<file path="src/rtl/acc_pkg.sv">
package acc_pkg;

  localparam int OP_W = 4;

  typedef enum logic [OP_W-1:0] {
    OP_HLT = 4'd0,
    OP_LDA = 4'd1,
    OP_STA = 4'd2,
    OP_ADD = 4'd3,
    OP_SUB = 4'd4,
    OP_BRA = 4'd5,
    OP_BRZ = 4'd6,
    OP_BRP = 4'd7,
    OP_INP = 4'd8,
    OP_OUT = 4'd9
  } op_e;

  typedef enum logic [3:0] {
    ST_FADDR,
    ST_FREAD,
    ST_FWAIT,
    ST_FCIR,
    ST_DECODE,
    ST_OREAD,
    ST_OWAIT,
    ST_EXEC,
    ST_STORE,
    ST_INWAIT,
    ST_HALT
  } state_e;

  typedef struct packed {
    logic mar_pc;
    logic mar_ir;
    logic pc_inc;
    logic pc_load;
    logic mdr_mem;
    logic mdr_acc;
    logic cir_load;
    logic acc_alu;
    logic acc_in;
    logic mem_rd;
    logic mem_we;
    logic out_fire;
    logic in_ready;
    logic halted;
  } ctrl_t;

endpackage

</file>
<file path="src/rtl/acc_rst_sync.sv">
module acc_rst_sync (
  input  logic clk,
  input  logic rst_n,
  output logic rst_sn
);

  logic meta_q;
  logic sync_q;

  always_ff @(posedge clk or negedge rst_n) begin
    if (!rst_n) begin
      meta_q <= 1'b0;
      sync_q <= 1'b0;
    end else begin
      meta_q <= 1'b1;
      sync_q <= meta_q;
    end
  end

  assign rst_sn = sync_q;

endmodule

</file>
<file path="src/rtl/acc_alu.sv">
module acc_alu
  import acc_pkg::*;
#(
  parameter int DW = 12
) (
  input  op_e           op,
  input  logic [DW-1:0] acc,
  input  logic [DW-1:0] operand,
  output logic [DW-1:0] result
);

  always_comb begin
    case (op)
      OP_ADD:  result = acc + operand;
      OP_SUB:  result = acc - operand;
      default: result = operand;
    endcase
  end

endmodule

</file>
<file path="src/rtl/acc_branch.sv">
module acc_branch
  import acc_pkg::*;
#(
  parameter int DW = 12
) (
  input  op_e           op,
  input  logic [DW-1:0] acc,
  output logic          take
);

  logic acc_zero;
  logic acc_nonneg;

  assign acc_zero   = (acc == '0);
  assign acc_nonneg = ~acc[DW-1];

  always_comb begin
    case (op)
      OP_BRA:  take = 1'b1;
      OP_BRZ:  take = acc_zero;
      OP_BRP:  take = acc_nonneg;
      default: take = 1'b0;
    endcase
  end

endmodule

</file>
<file path="src/rtl/acc_ctrl.sv">
module acc_ctrl
  import acc_pkg::*;
(
  input  logic   clk,
  input  logic   rst_sn,
  input  op_e    op,
  input  logic   take,
  input  logic   in_valid,
  output ctrl_t  ctl,
  output state_e state_q
);

  state_e state_d;

  always_comb begin
    state_d = state_q;
    ctl     = '0;
    case (state_q)
      ST_FADDR: begin
        ctl.mar_pc = 1'b1;
        state_d    = ST_FREAD;
      end
      ST_FREAD: begin
        ctl.mem_rd = 1'b1;
        ctl.pc_inc = 1'b1;
        state_d    = ST_FWAIT;
      end
      ST_FWAIT: begin
        ctl.mdr_mem = 1'b1;
        state_d     = ST_FCIR;
      end
      ST_FCIR: begin
        ctl.cir_load = 1'b1;
        state_d      = ST_DECODE;
      end
      ST_DECODE: begin
        case (op)
          OP_LDA, OP_ADD, OP_SUB: begin
            ctl.mar_ir = 1'b1;
            state_d    = ST_OREAD;
          end
          OP_STA: begin
            ctl.mar_ir  = 1'b1;
            ctl.mdr_acc = 1'b1;
            state_d     = ST_STORE;
          end
          OP_BRA, OP_BRZ, OP_BRP: begin
            ctl.pc_load = take;
            state_d     = ST_FADDR;
          end
          OP_INP: state_d = ST_INWAIT;
          OP_OUT: begin
            ctl.out_fire = 1'b1;
            state_d      = ST_FADDR;
          end
          default: state_d = ST_HALT;
        endcase
      end
      ST_OREAD: begin
        ctl.mem_rd = 1'b1;
        state_d    = ST_OWAIT;
      end
      ST_OWAIT: begin
        ctl.mdr_mem = 1'b1;
        state_d     = ST_EXEC;
      end
      ST_EXEC: begin
        ctl.acc_alu = 1'b1;
        state_d     = ST_FADDR;
      end
      ST_STORE: begin
        ctl.mem_we = 1'b1;
        state_d    = ST_FADDR;
      end
      ST_INWAIT: begin
        ctl.in_ready = 1'b1;
        if (in_valid) begin
          ctl.acc_in = 1'b1;
          state_d    = ST_FADDR;
        end
      end
      ST_HALT: ctl.halted = 1'b1;
      default: state_d = ST_HALT;
    endcase
  end

  always_ff @(posedge clk or negedge rst_sn) begin
    if (!rst_sn) state_q <= ST_FADDR;
    else         state_q <= state_d;
  end

endmodule

</file>
<file path="src/rtl/acc_core.sv">
module acc_core
  import acc_pkg::*;
#(
  parameter int AW = 8,
  parameter int DW = 12
) (
  input  logic          clk,
  input  logic          rst_n,
  output logic [AW-1:0] mem_addr,
  output logic          mem_rd,
  output logic          mem_we,
  output logic [DW-1:0] mem_wdata,
  input  logic [DW-1:0] mem_rdata,
  input  logic [DW-1:0] in_data,
  input  logic          in_valid,
  output logic          in_ready,
  output logic [DW-1:0] out_data,
  output logic          out_valid,
  output logic          halted
);

  localparam int OPW = DW - AW;

  logic          rst_sn;
  logic [AW-1:0] pc_q;
  logic [AW-1:0] mar_q;
  logic [DW-1:0] mdr_q;
  logic [DW-1:0] cir_q;
  logic [DW-1:0] acc_q;
  logic [DW-1:0] out_q;
  logic          outv_q;
  logic [AW-1:0] ir_addr;
  op_e           ir_op;
  logic [DW-1:0] alu_y;
  logic          br_take;
  ctrl_t         ctl;
  state_e        state_q;

  assign ir_addr = cir_q[AW-1:0];
  assign ir_op   = op_e'(cir_q[DW-1 -: OPW]);

  acc_rst_sync u_rst (
    .clk    (clk),
    .rst_n  (rst_n),
    .rst_sn (rst_sn)
  );

  acc_ctrl u_ctrl (
    .clk      (clk),
    .rst_sn   (rst_sn),
    .op       (ir_op),
    .take     (br_take),
    .in_valid (in_valid),
    .ctl      (ctl),
    .state_q  (state_q)
  );

  acc_alu #(.DW(DW)) u_alu (
    .op      (ir_op),
    .acc     (acc_q),
    .operand (mdr_q),
    .result  (alu_y)
  );

  acc_branch #(.DW(DW)) u_br (
    .op   (ir_op),
    .acc  (acc_q),
    .take (br_take)
  );

  // program counter
  always_ff @(posedge clk or negedge rst_sn) begin
    if (!rst_sn)          pc_q <= '0;
    else if (ctl.pc_load) pc_q <= ir_addr;
    else if (ctl.pc_inc)  pc_q <= pc_q + AW'(1);
  end

  // memory address register
  always_ff @(posedge clk or negedge rst_sn) begin
    if (!rst_sn)         mar_q <= '0;
    else if (ctl.mar_pc) mar_q <= pc_q;
    else if (ctl.mar_ir) mar_q <= ir_addr;
  end

  // memory data register
  always_ff @(posedge clk or negedge rst_sn) begin
    if (!rst_sn)          mdr_q <= '0;
    else if (ctl.mdr_mem) mdr_q <= mem_rdata;
    else if (ctl.mdr_acc) mdr_q <= acc_q;
  end

  // current instruction register
  always_ff @(posedge clk or negedge rst_sn) begin
    if (!rst_sn)           cir_q <= '0;
    else if (ctl.cir_load) cir_q <= mdr_q;
  end

  // accumulator
  always_ff @(posedge clk or negedge rst_sn) begin
    if (!rst_sn)          acc_q <= '0;
    else if (ctl.acc_alu) acc_q <= alu_y;
    else if (ctl.acc_in)  acc_q <= in_data;
  end

  // output port
  always_ff @(posedge clk or negedge rst_sn) begin
    if (!rst_sn) begin
      out_q  <= '0;
      outv_q <= 1'b0;
    end else begin
      outv_q <= ctl.out_fire;
      if (ctl.out_fire) out_q <= acc_q;
    end
  end

  assign mem_addr  = mar_q;
  assign mem_wdata = mdr_q;
  assign mem_rd    = ctl.mem_rd;
  assign mem_we    = ctl.mem_we;
  assign in_ready  = ctl.in_ready;
  assign out_data  = out_q;
  assign out_valid = outv_q;
  assign halted    = ctl.halted;

  a_r2_fetch_at_pc: assert property (@(posedge clk) disable iff (!rst_sn)
    (state_q == ST_FREAD) |-> (mem_addr == pc_q));

  a_r3_input_lands: assert property (@(posedge clk) disable iff (!rst_sn)
    (in_ready && in_valid) |=> (acc_q == $past(in_data)));

  a_r4_out_single: assert property (@(posedge clk) disable iff (!rst_sn)
    out_valid |=> !out_valid);

  a_r4_out_is_acc: assert property (@(posedge clk) disable iff (!rst_sn)
    out_valid |-> (out_data == acc_q));

  a_r6_rd_we_excl: assert property (@(posedge clk) disable iff (!rst_sn)
    !(mem_rd && mem_we));

  a_r6_store_acc: assert property (@(posedge clk) disable iff (!rst_sn)
    mem_we |-> (mem_wdata == acc_q));

  a_r11_halt_sticky: assert property (@(posedge clk) disable iff (!rst_sn)
    halted |=> halted);

  a_r11_halt_quiet: assert property (@(posedge clk) disable iff (!rst_sn)
    halted |-> (!mem_rd && !mem_we && !in_ready && !out_valid));

endmodule

</file>
<file path="config.mk">
export PLATFORM = sky130hd
export DESIGN_NAME = acc_core
export DESIGN_NICKNAME = d
export VERILOG_FILES = /design/src/rtl/acc_pkg.sv /design/src/rtl/acc_rst_sync.sv /design/src/rtl/acc_alu.sv /design/src/rtl/acc_branch.sv /design/src/rtl/acc_ctrl.sv /design/src/rtl/acc_core.sv
export SDC_FILE = /design/constraint.sdc
export NUM_CORES = 1
export LEC_CHECK = 0
export CAP_MARGIN = 20
export CORE_ASPECT_RATIO = 1.2
export CORE_MARGIN = 2
export CORE_UTILIZATION = 45
export DETAILED_ROUTE_END_ITERATION = 7
export DONT_BUFFER_PORTS = 1
export PLACE_DENSITY = 0.59
export RECOVER_POWER = 25
export SYNTH_ARGS = -nofsm -noshare
export SYNTH_HDL_FRONTEND = slang
export SYNTH_SLANG_ARGS = --single-unit
</file>
<file path="constraint.sdc">
create_clock -name clk -period 3.4 [get_ports clk]
set_clock_uncertainty 0.2 [all_clocks]
set_input_delay 0.17 -clock clk [delete_from_list [all_inputs] [get_ports clk]]
set_output_delay 0.17 -clock clk [all_outputs]
set_load 0.02 [all_outputs]
</file>
# Yosys cells after proc, flatten, opt, wreduce, memory -nomap -nowiden
# Index checks and enable logic that the tools add are counted.
[op_classes]
add_sub_neg = 3
magnitude_cmp = 0
shifts = 0
bitwise = 2
n_reduce_logical = 14
n_mul = 0
mux = 32
n_eq_ne = 20
div_mod_pow = 0
[ops]
columns = ["op", "n"]
rows = [
  ["$mux 12", 4],
  ["$pmux 4 s10", 1],
  ["$eq 4x3->1 const B", 8],
  ["$mux 8", 4],
  ["$pmux 12 s2", 1],
  ["$eq 4x4->1 const B", 5],
  ["$mux 1", 19],
  ["$eq 4x2->1 const B", 4],
  ["$pmux 4 s4", 1],
  ["$add 12x12->12", 1],
  ["$logic_not 12->1", 1],
  ["$sub 12x12->12", 1],
  ["$add 8x1->8 const B", 1],
  ["$eq 4x1->1 const B", 2],
  ["$reduce_bool 2->1", 4],
  ["$reduce_or 4->1", 2],
  ["$reduce_or 2->1", 3],
  ["$reduce_or 3->1", 2],
  ["$logic_not 4->1", 1],
  ["$mux 4", 1],
  ["$pmux 1 s3", 1],
  ["$ne 2x2->1 const B", 1],
  ["$not 1->1", 2],
  ["$reduce_and 2->1", 1],
]
[totals]
input_bits = 27
word_cells = 81
out_inout_bits = 37
mem_bits_rw = 0
romBits = 0
latch_bits = 0
n_memories = 0
ff_bits = 71

# Depth between registers and ports, before layout
# Gate-level depths: netlist of run 1.
[depth]
word_depth = 6
ltp_mapped = 13
depth_no_buf = 13

# By module
# Synthesis of run 1 repeated with hierarchy kept, for this count alone.
[unflattened]
cells_unflattened = 435
hier_area_um2 = 4267.8
[modules_own_cells]
columns = ["module", "n_inst", "cells_per_inst", "seq_area_each_um2", "area_per_inst_um2"]
rows = [
  ["acc_core", 1, 236, 1626.6, 2806.4],
  ["acc_alu", 1, 133, 0.0, 918.4],
  ["acc_ctrl", 1, 57, 100.1, 436.7],
  ["acc_rst_sync", 1, 3, 50.0, 53.8],
  ["acc_branch", 1, 6, 0.0, 52.6],
]

# Worst setup path after synthesis of run 1
# Ideal clock, no wire load.
[synth_path]
path_kind = "reg-to-reg"
from = "register mdr_q[4], in the netlist mem_wdata[4]"
to = "register acc_q[11]"
period_less_slack_ns = 3.013
required_ns = 3.075
setup_time_ns = 0.125
n_path_buf = 0
stages_incl_launch_ff = 11
arrival_time_ns = 2.689
path_slack_ns = 0.387
cell_sequence = "dfrtp_1 or3_1 or3_1 o21ai_0 xor2_1 ha_1 and4_1 a221oi_1 o21ai_0 xnor2_1 a21oi_1"
[synth_via]
elab_chain_len = 3
word_cells_on_any_way = 4
classes_between = "add/sub (2); mux (2)"
[synth_lines]
columns = ["element", "line_no", "text"]
rows = [
  ["from (decl)", "acc_core.sv:27", "logic [DW-1:0] mdr_q;"],
  ["from (signal assigned)", "acc_core.sv:88", "else if (ctl.mdr_mem) mdr_q <= mem_rdata;"],
  ["from (signal assigned)", "acc_core.sv:89", "else if (ctl.mdr_acc) mdr_q <= acc_q;"],
  ["$sub 12x12->12 or $add 12x12->12 (tied branches)", "acc_alu.sv:15, acc_alu.sv:14", ""],
  ["$pmux 12 s2 *", "acc_alu.sv:13", "case (op)"],
  ["$mux 12 *", "acc_core.sv:101", "else if (ctl.acc_alu) acc_q <= alu_y;"],
  ["to (signal assigned)", "acc_core.sv:101", ""],
  ["to (signal assigned)", "acc_core.sv:102", "else if (ctl.acc_in) acc_q <= in_data;"],
  ["to (decl)", "acc_core.sv:29", "logic [DW-1:0] acc_q;"],
]
# Every way passes the cells marked *; elsewhere a longest branch is shown, timed or not.
# A chain may end at the register's enable or synchronous reset.

# Final worst setup path of run 1
# Same ends and word-level chain as after synthesis.

==> results.md, run 1 <==
- 444 — Mapped Cells
- 109 um — height of the chip
- 8.43 mm — Post-DP HPWL
- sky130_fd_sc_hd__dfrtp_1 — Primary FF master, synth
- 0 — Post-synth EDFFs
- 71 — clock sink count
- 0.00260 W — switching power total
- sky130_fd_sc_hd__dfrtp_1 — most common cell in the netlist
- 38 — num rows
- 3463 — total via count after detailed routing
- 3100 ps — crit path time final
- 323 MHz — achievable clock frequency
- 0 — antenna violations before repair
- 430 ps — Worst path max stage delay
- 71 x sky130_fd_sc_hd__dfrtp_1, 52 x sky130_fd_sc_hd__nand2_1, 44 x sky130_fd_sc_hd__a21oi_1 — most numerous cell types in the synthesized netlist
- 4 — Detailed Routing Iterations Pass 1
- 871 ps — actual slew at the worst max-slew pin
- 0 — number of setup violations in the final report
- 832 — Fill cells
- 0.00482 mm^2 — design area
- 0 — YS warnings
- 3579 — number of global-route vias before repair
- 0.00282 W — Int Pwr
- 3140 ps — Arrival @ worst endpoint
- in2reg — min-delay worst type
- 58 — number of distinct library cell variants in the gate-level netlist after synthesis
- 42.7% — post-synth top area share
- 12.4% — Clk pwr share
- 0 — worst path buffer plus inverter count
- 256 — first-iteration detailed-routing DRC count
- 606 — final non-filler cell total
- flip-flop — crit end category
- 0 — GR Overflow Total
- 32.6 ps — final-layout worst hold slack
- 3 — CTS H-Tree Depth
- 0 — quantity of I/O buffers inserted on ports
- sky130_fd_sc_hd__dfrtp_1 43%, sky130_fd_sc_hd__mux2_2 5.7%, sky130_fd_sc_hd__a21oi_1 5.3%, sky130_fd_sc_hd__nand2_1 4.7%, sky130_fd_sc_hd__ha_1 3.9% — top post-synthesis cells by area
- or3_1, or3_1, o21ai_0, xor2_1, ha_1, and4_1, a221oi_1, o21ai_0, xnor2_1, a21oi_1 — sequence of cells on the critical path
- 0.883 — global placer's final weighted congestion
- 91.8 um — die width
- 100% — asr flop ratio synth
- false — unrepaired setup endpoints after global routing
- 13.4% — ratio of cells with drive above 1 in the final layout
- 9 — number of CTS-inserted buffers
- 42.7% — sequential cell area fraction in the yosys report
- 64 — IO Pins
- 485 — syn nets
- 41.9% — relative slew slack
- 360 ps — source-to-sink clock delay at the later pin of the worst-skew pair
- sky130_fd_sc_hd__dfrtp_1 — cell type with the largest total area after synthesis
- completed — status
- 34.5% — portion of total power attributed to sequential cells
- 6 — critical path fanouts, max
- yes — CTS tree
- 0 — Detail Route Antenna Nets
- 522 — # nets final
- 0.0100 mm^2 — area of the die
- 24.2% — total global routing track utilization
- 2.10 nW — leakage power of the design
- sky130_fd_sc_hd__or3_1 — slowest cell on the critical path
- 11.3 mm — aggregate routed wire length
- 0.00903 mm^2 — Core Box Area
- 3440 ps — critical path data required time
- 0 — number of max-slew violations in the final report
- 46.1% — starting density of the core
- 0 — setup fix buffers added after clock tree synthesis
- 1120 mW/mm^2 — power density cells
- 563 — dpl cells
- 0 ps — setup_tns
- 5.71 — per-cell via count in the routed design
- 0 — Fin. Hold Viols
- 70 ps — CTS clock-pin slew for the worst setup and hold paths
- 0.00436 mm^2 — area post-placement
- 0.503 mV — Max VDD drop
- 0 — Remaining DRCs
- 0.00416 mm^2 — mapped cell area
- 71 — synthesized flop and latch total
- 9.38 um^2 — Avg Cell Area, Syn
- 0 — reported max-cap violation count
- 0 — number of diodes
- 18.7 mm — wire length of the first global-routing pass
- reg2reg — critical setup path kind
- 18.7 um — WL/cell
- 2 — Bufs on Longest Clock Path
- 47.9% — switching portion of total power
- 15.8% — area growth from synthesis to layout
- flip-flop — Worst setup SP type
- 91.2% — Period Utilization, post-route
- 29 — maximum number of pins on one net before global-route repair
- sky130_fd_sc_hd__clkbuf_8 — Clock Tree Root
- 307 ps — post-placement worst setup slack
- 53.1% — Comb pwr share
- 300 ps — final worst setup slack
- simple AND/OR/NAND/NOR gates — Largest delay share family, worst path
[flip-flops by register name, indices dropped and copies added (netlist names)]
signal	cells
u_rst.meta_q	1
out_data	12
acc_q	12
cir_q	12
mem_wdata	12
mem_addr	8
u_rst.rst_sn	1
u_ctrl.state_q	4
pc_q	8
out_valid	1
[power by group through the flow]
stage | Clock (W) | Sequential, W | Combinational (W)
after floorplan | 0 | 0.00176 | 0.00220
after global placement | 0 | 0.00188 | 0.00281
after detailed placement | 0 | 0.00188 | 0.00283
after CTS | 0.000686 | 0.00187 | 0.00287
after global routing | 0.000721 | 0.00193 | 0.00321
final | 0.000673 | 0.00187 | 0.00288
[per-stage QoR]
stage / total power [W] / utilization (%)
after floorplan: 0.00396 / -
final: 0.00542 / 53.4
after global placement: 0.00469 / 48.2
after detailed placement: 0.00471 / 48.2
after global routing: 0.00586 / 53.4
after CTS: 0.00542 / 53.3
[layout by cell type (no fill, tap or decap), types with 14 or more instances in the layout]
master	instances
sky130_fd_sc_hd__nand2_1	52
sky130_fd_sc_hd__a21oi_1	44
sky130_fd_sc_hd__nor2_1	35
sky130_fd_sc_hd__inv_1	14
sky130_fd_sc_hd__buf_4	20
sky130_fd_sc_hd__dlygate4sd3_1	27
sky130_fd_sc_hd__mux2i_1	14
sky130_fd_sc_hd__dfrtp_1	71
sky130_fd_sc_hd__xnor2_1	17
sky130_fd_sc_hd__nor3_1	14
sky130_fd_sc_hd__o21ai_0	29
sky130_fd_sc_hd__mux2_2	21
[layer usage]
metal  vias up  GRT usage [%]  part of all wire [%]  routed length (um)
met3        22           5.07                   4.8                 546
met2       110           42.5                    50                5720
met4         0           9.59                   2.4                 268
met1      1670           29.2                    42                4810
li1       1661              -                     -                   -
met5         -              0                     0                   0
[tightest hold or removal path: cells and delay by family]
family	cells	cell delay [ps]
and+or+nand+nor	1	110
muxes	1	180
AOI/OAI and AO/OA	1	90
[logic make-up after synthesis]
kind of cell	share of synthesized area (%)
mux	9.04
fa+ha+maj	4.39
other cells	0.0901
compound gates	17.9
buf+inv	4.00
xor+xnor	5.26
flops	42.7
simple gates	16.7
[timing repair]
action,CTS,global route
hold buffers,27,0
endpoints found under the hold margin,28,0
resized for setup,0,1
setup endpoints to repair,0,1
[path summary, 6_finish.rpt]
kind                               from            to  slack (ps)  depth (start not counted)
hold / removal                 in_valid      acc_q[6]          30                          3
setup / recovery           mem_wdata[4]     acc_q[11]         300                         10
min in group asynchronous  u_rst.rst_sn   out_data[2]         160                          0
max in group asynchronous  u_rst.rst_sn  mem_wdata[3]        1930                          1
hold reg to reg            u_rst.rst_sn   out_data[2]         160                          0
setup reg to reg           mem_wdata[4]     acc_q[11]         300                         10
[area by class of cell]
type	instances	area [um^2]	share of cell area (%)
multi-input cells	338	2230	46.3
repair buffers	47	420	8.72
inverters	14	52.6	1.09
well taps	120	150	3.11
clock buffers	11	131	2.72
flip-flops and latches	71	1780	36.8
clock inverters	5	58.8	1.22
No activity file was read; power rests on OpenSTA's default activity.
==> run 2: changes to the inputs <==
--- a/config.mk
+++ b/config.mk
@@ -7,8 +7,8 @@
 export LEC_CHECK = 0
 export CAP_MARGIN = 20
 export CORE_ASPECT_RATIO = 1.2
-export CORE_MARGIN = 2
 export CORE_UTILIZATION = 45
+export CTS_BUF_LIST = sky130_fd_sc_hd__clkbuf_2 sky130_fd_sc_hd__clkbuf_4 sky130_fd_sc_hd__clkbuf_8
 export DETAILED_ROUTE_END_ITERATION = 7
 export DONT_BUFFER_PORTS = 1
 export PLACE_DENSITY = 0.59
==> results.md, run 2 (same netlist as run 1, synthesis figures left out) <==
- 16.5% — Clk pwr share, +4.1 points
- 18.0 mm — wire length of the first global-routing pass, -3.9%
- false — unrepaired setup endpoints after global routing
- 3460 — number of global-route vias before repair, -3.3%
- 7.86 mm — Post-DP HPWL, -6.7%
- flip-flop — crit end category
- 38 — num rows, unchanged
- mem_wdata[1] — launching point of the worst reg2reg path
- 1 — reported max-cap violation count, +1
- acc_q[11] — FF-to-FF End
- 70 — maximum number of pins on one net before global-route repair, +140%
- 519 — # nets final, -0.57%
- 3440 ps — critical path data required time, about the same
- 16.5% — area growth from synthesis to layout
- sky130_fd_sc_hd__dfrtp_1 — most common cell after layout, fill and taps aside
- 325 MHz — achievable clock frequency, +0.85%
- 603 — final non-filler cell total, -0.50%
- 3110 ps — Arrival @ worst endpoint, -30 ps
- 5.74 — per-cell via count in the routed design, +0.38%
- 12 — Worst R2R Path Depth, +2
- 90.4% — Period Utilization, post-route, -0.77 points
- finished, violations left — status
- 3070 ps — crit path time final, -26.3 ps
- 0 — Fin. Hold Viols, unchanged
- yes — CTS tree
- 0.00257 W — switching power total, -1.1%
- 18.1 um — WL/cell, -3.2%
- 0.00223 mm^2 — combined area of the multi-input logic cells, -0.22%
- 0.00304 W — Int Pwr, +7.6%
- -15.6% — relative slew slack, -57 points
- 360 ps — source-to-sink clock delay at the later pin of the worst-skew pair, about the same
- sky130_fd_sc_hd__clkbuf_8 — Clock Tree Root
- 330 ps — Register-to-Register Setup Slack, +30 ps
- 0 ps — setup_tns, unchanged
- 0 — number of setup violations in the final report, unchanged
- 46.1% — starting density of the core, unchanged
- reg2reg — min-delay worst type
- 64 — IO Pins, unchanged
- 24.0% — total global routing track utilization, -0.23 points
- 835 — Fill cells, +0.36%
- 0 — antenna violations before repair, unchanged
- 1730 ps — actual slew at the worst max-slew pin, +862 ps
- 0 — Detail Route Antenna Nets, unchanged
- 80 ps — CTS clock-pin slew for the worst setup and hold paths, about the same
- flip-flop — Worst setup SP type
- 107 um — height of the chip, -1.8%
- 9 — number of CTS-inserted buffers, unchanged
- u_rst.rst_sn — end point of the worst hold path
- 45.8% — switching portion of total power, -2.1 points
- 89.8 um — die width, -2.2%
- 3 — CTS H-Tree Depth, unchanged
- 2.11 nW — leakage power of the design, +0.15%
- 159 ps — final-layout worst hold slack, +126 ps
- 6 — critical path fanouts, max, unchanged
- 33.0% — portion of total power attributed to sequential cells, -1.5 points
- 0.00178 mm^2 — area taken by flip-flops and latches, about the same
- 11.8% — ratio of cells with drive above 1 in the final layout, -1.6 points
- u_rst.meta_q — hold wc startpoint
- 50.4% — Comb pwr share, -2.7 points
- 70 — number of max-slew violations in the final report, +70
- 560 — dpl cells, -0.53%
- max-capacitance violations, max-slew violations — violated checks
- 0 — GR Overflow Total, unchanged
- 0.00964 mm^2 — area of the die, -4.0%
- 0 — number of diodes, unchanged
- 0 — quantity of I/O buffers inserted on ports, unchanged
- 0 — cts repair resizes, unchanged
- 10.9 mm — aggregate routed wire length, -3.6%
- 3459 — total via count after detailed routing, -0.12%
- 0.00903 mm^2 — Core Box Area, unchanged
- 0.487 mV — Max VDD drop, -3.1%
- 0 — Hold Path Cell Cnt, -3
- 71 — clock sink count, unchanged
- 4 — Detailed Routing Iterations Pass 1, unchanged
- 2 — Bufs on Longest Clock Path, unchanged
- 0 — Remaining DRCs, unchanged
- 0.905 — global placer's final weighted congestion, +2.5%
- reg2reg — critical setup path kind
- 1160 mW/mm^2 — power density cells, +2.8%
- 237 — first-iteration detailed-routing DRC count, -7.4%
- 70 x sky130_fd_sc_hd__dfrtp_1, 52 x sky130_fd_sc_hd__nand2_1, 44 x sky130_fd_sc_hd__a21oi_1 — most frequent cells in the layout
[run 2: cell count changes in the layout (fill, tap and decap cells not counted), moves of 2 or more]
cell	change
sky130_fd_sc_hd__clkinvlp_4	-2
sky130_fd_sc_hd__clkbuf_1	+5
sky130_fd_sc_hd__bufinv_16	+3
sky130_fd_sc_hd__buf_4	-11
[run 2: layout make-up]
class | count | share of cell area, %
sequential | 71 | 36.7
clock inverter | 5 | 2.66
timing repair buffer | 44 | 7.61
inverter | 14 | 1.08
tap | 120 | 3.10
multi-input combinational | 338 | 45.9
clock buffer | 11 | 2.99
[run 2: power by group through the flow]
| stage | Sequential, W | Clock, W | Combinational (W) |
|---|---|---|---|
| global route | 0.00192 | 0.000981 | 0.00313 |
| finish | 0.00185 | 0.000926 | 0.00283 |
| floorplan | 0.00176 | 0 | 0.00220 |
| global placement | 0.00186 | 0 | 0.00276 |
| CTS | 0.00185 | 0.000939 | 0.00284 |
| detailed placement | 0.00187 | 0 | 0.00279 |
[run 2: repair_timing]
item | 4_1_cts | 5_1_grt
hold endpoints to repair | 28 | 0
buffers inserted | 0 | 0
hold buffers | 27 | 0
[run 2: worst max-delay path by stage]
stage | startpoint | endpoint | slack [ps] | cells past startpoint
floorplan | mem_wdata[4] | acc_q[11] | 390 | 10
global placement | mem_wdata[4] | acc_q[11] | 410 | 10
detailed placement | mem_wdata[4] | acc_q[11] | 390 | 10
CTS | mem_wdata[1] | acc_q[11] | 340 | 12
global route | mem_wdata[1] | acc_q[11] | 90 | 12
finish | mem_wdata[1] | acc_q[11] | 330 | 12
[run 2: metal layers]
metal  track usage [%]  wire length, um  vias up
met1              30.4             4640     1681
met4              10.4              256        0
met3              3.25              592       18
met5                 0                0        -
li1                  -                -     1642
met2              41.1             5450      118
[run 2: critical path, stage by stage (launching register included)]
cell and delay (ps):
sky130_fd_sc_hd__dfrtp_1 430, sky130_fd_sc_hd__inv_1 90, sky130_fd_sc_hd__ha_1 160, sky130_fd_sc_hd__nand2b_1 90, sky130_fd_sc_hd__or3_1 380, sky130_fd_sc_hd__o21ai_0 200
sky130_fd_sc_hd__xor2_1 180, sky130_fd_sc_hd__ha_1 320, sky130_fd_sc_hd__and4_1 260, sky130_fd_sc_hd__a221oi_1 240, sky130_fd_sc_hd__o21ai_0 150, sky130_fd_sc_hd__xnor2_1 180
sky130_fd_sc_hd__a21oi_1 80
[run 2: metrics by stage]
stage	util [%]	instance area (um^2)	power, W	worst slack, ps
after floorplan	-	4160	0.00396	387
after global placement	48.0	4340	0.00462	408
after detailed placement	48.0	4340	0.00465	393
after CTS	54.0	4880	0.00563	344
after global routing	53.7	4850	0.00603	85.9
final	53.7	4850	0.00561	326
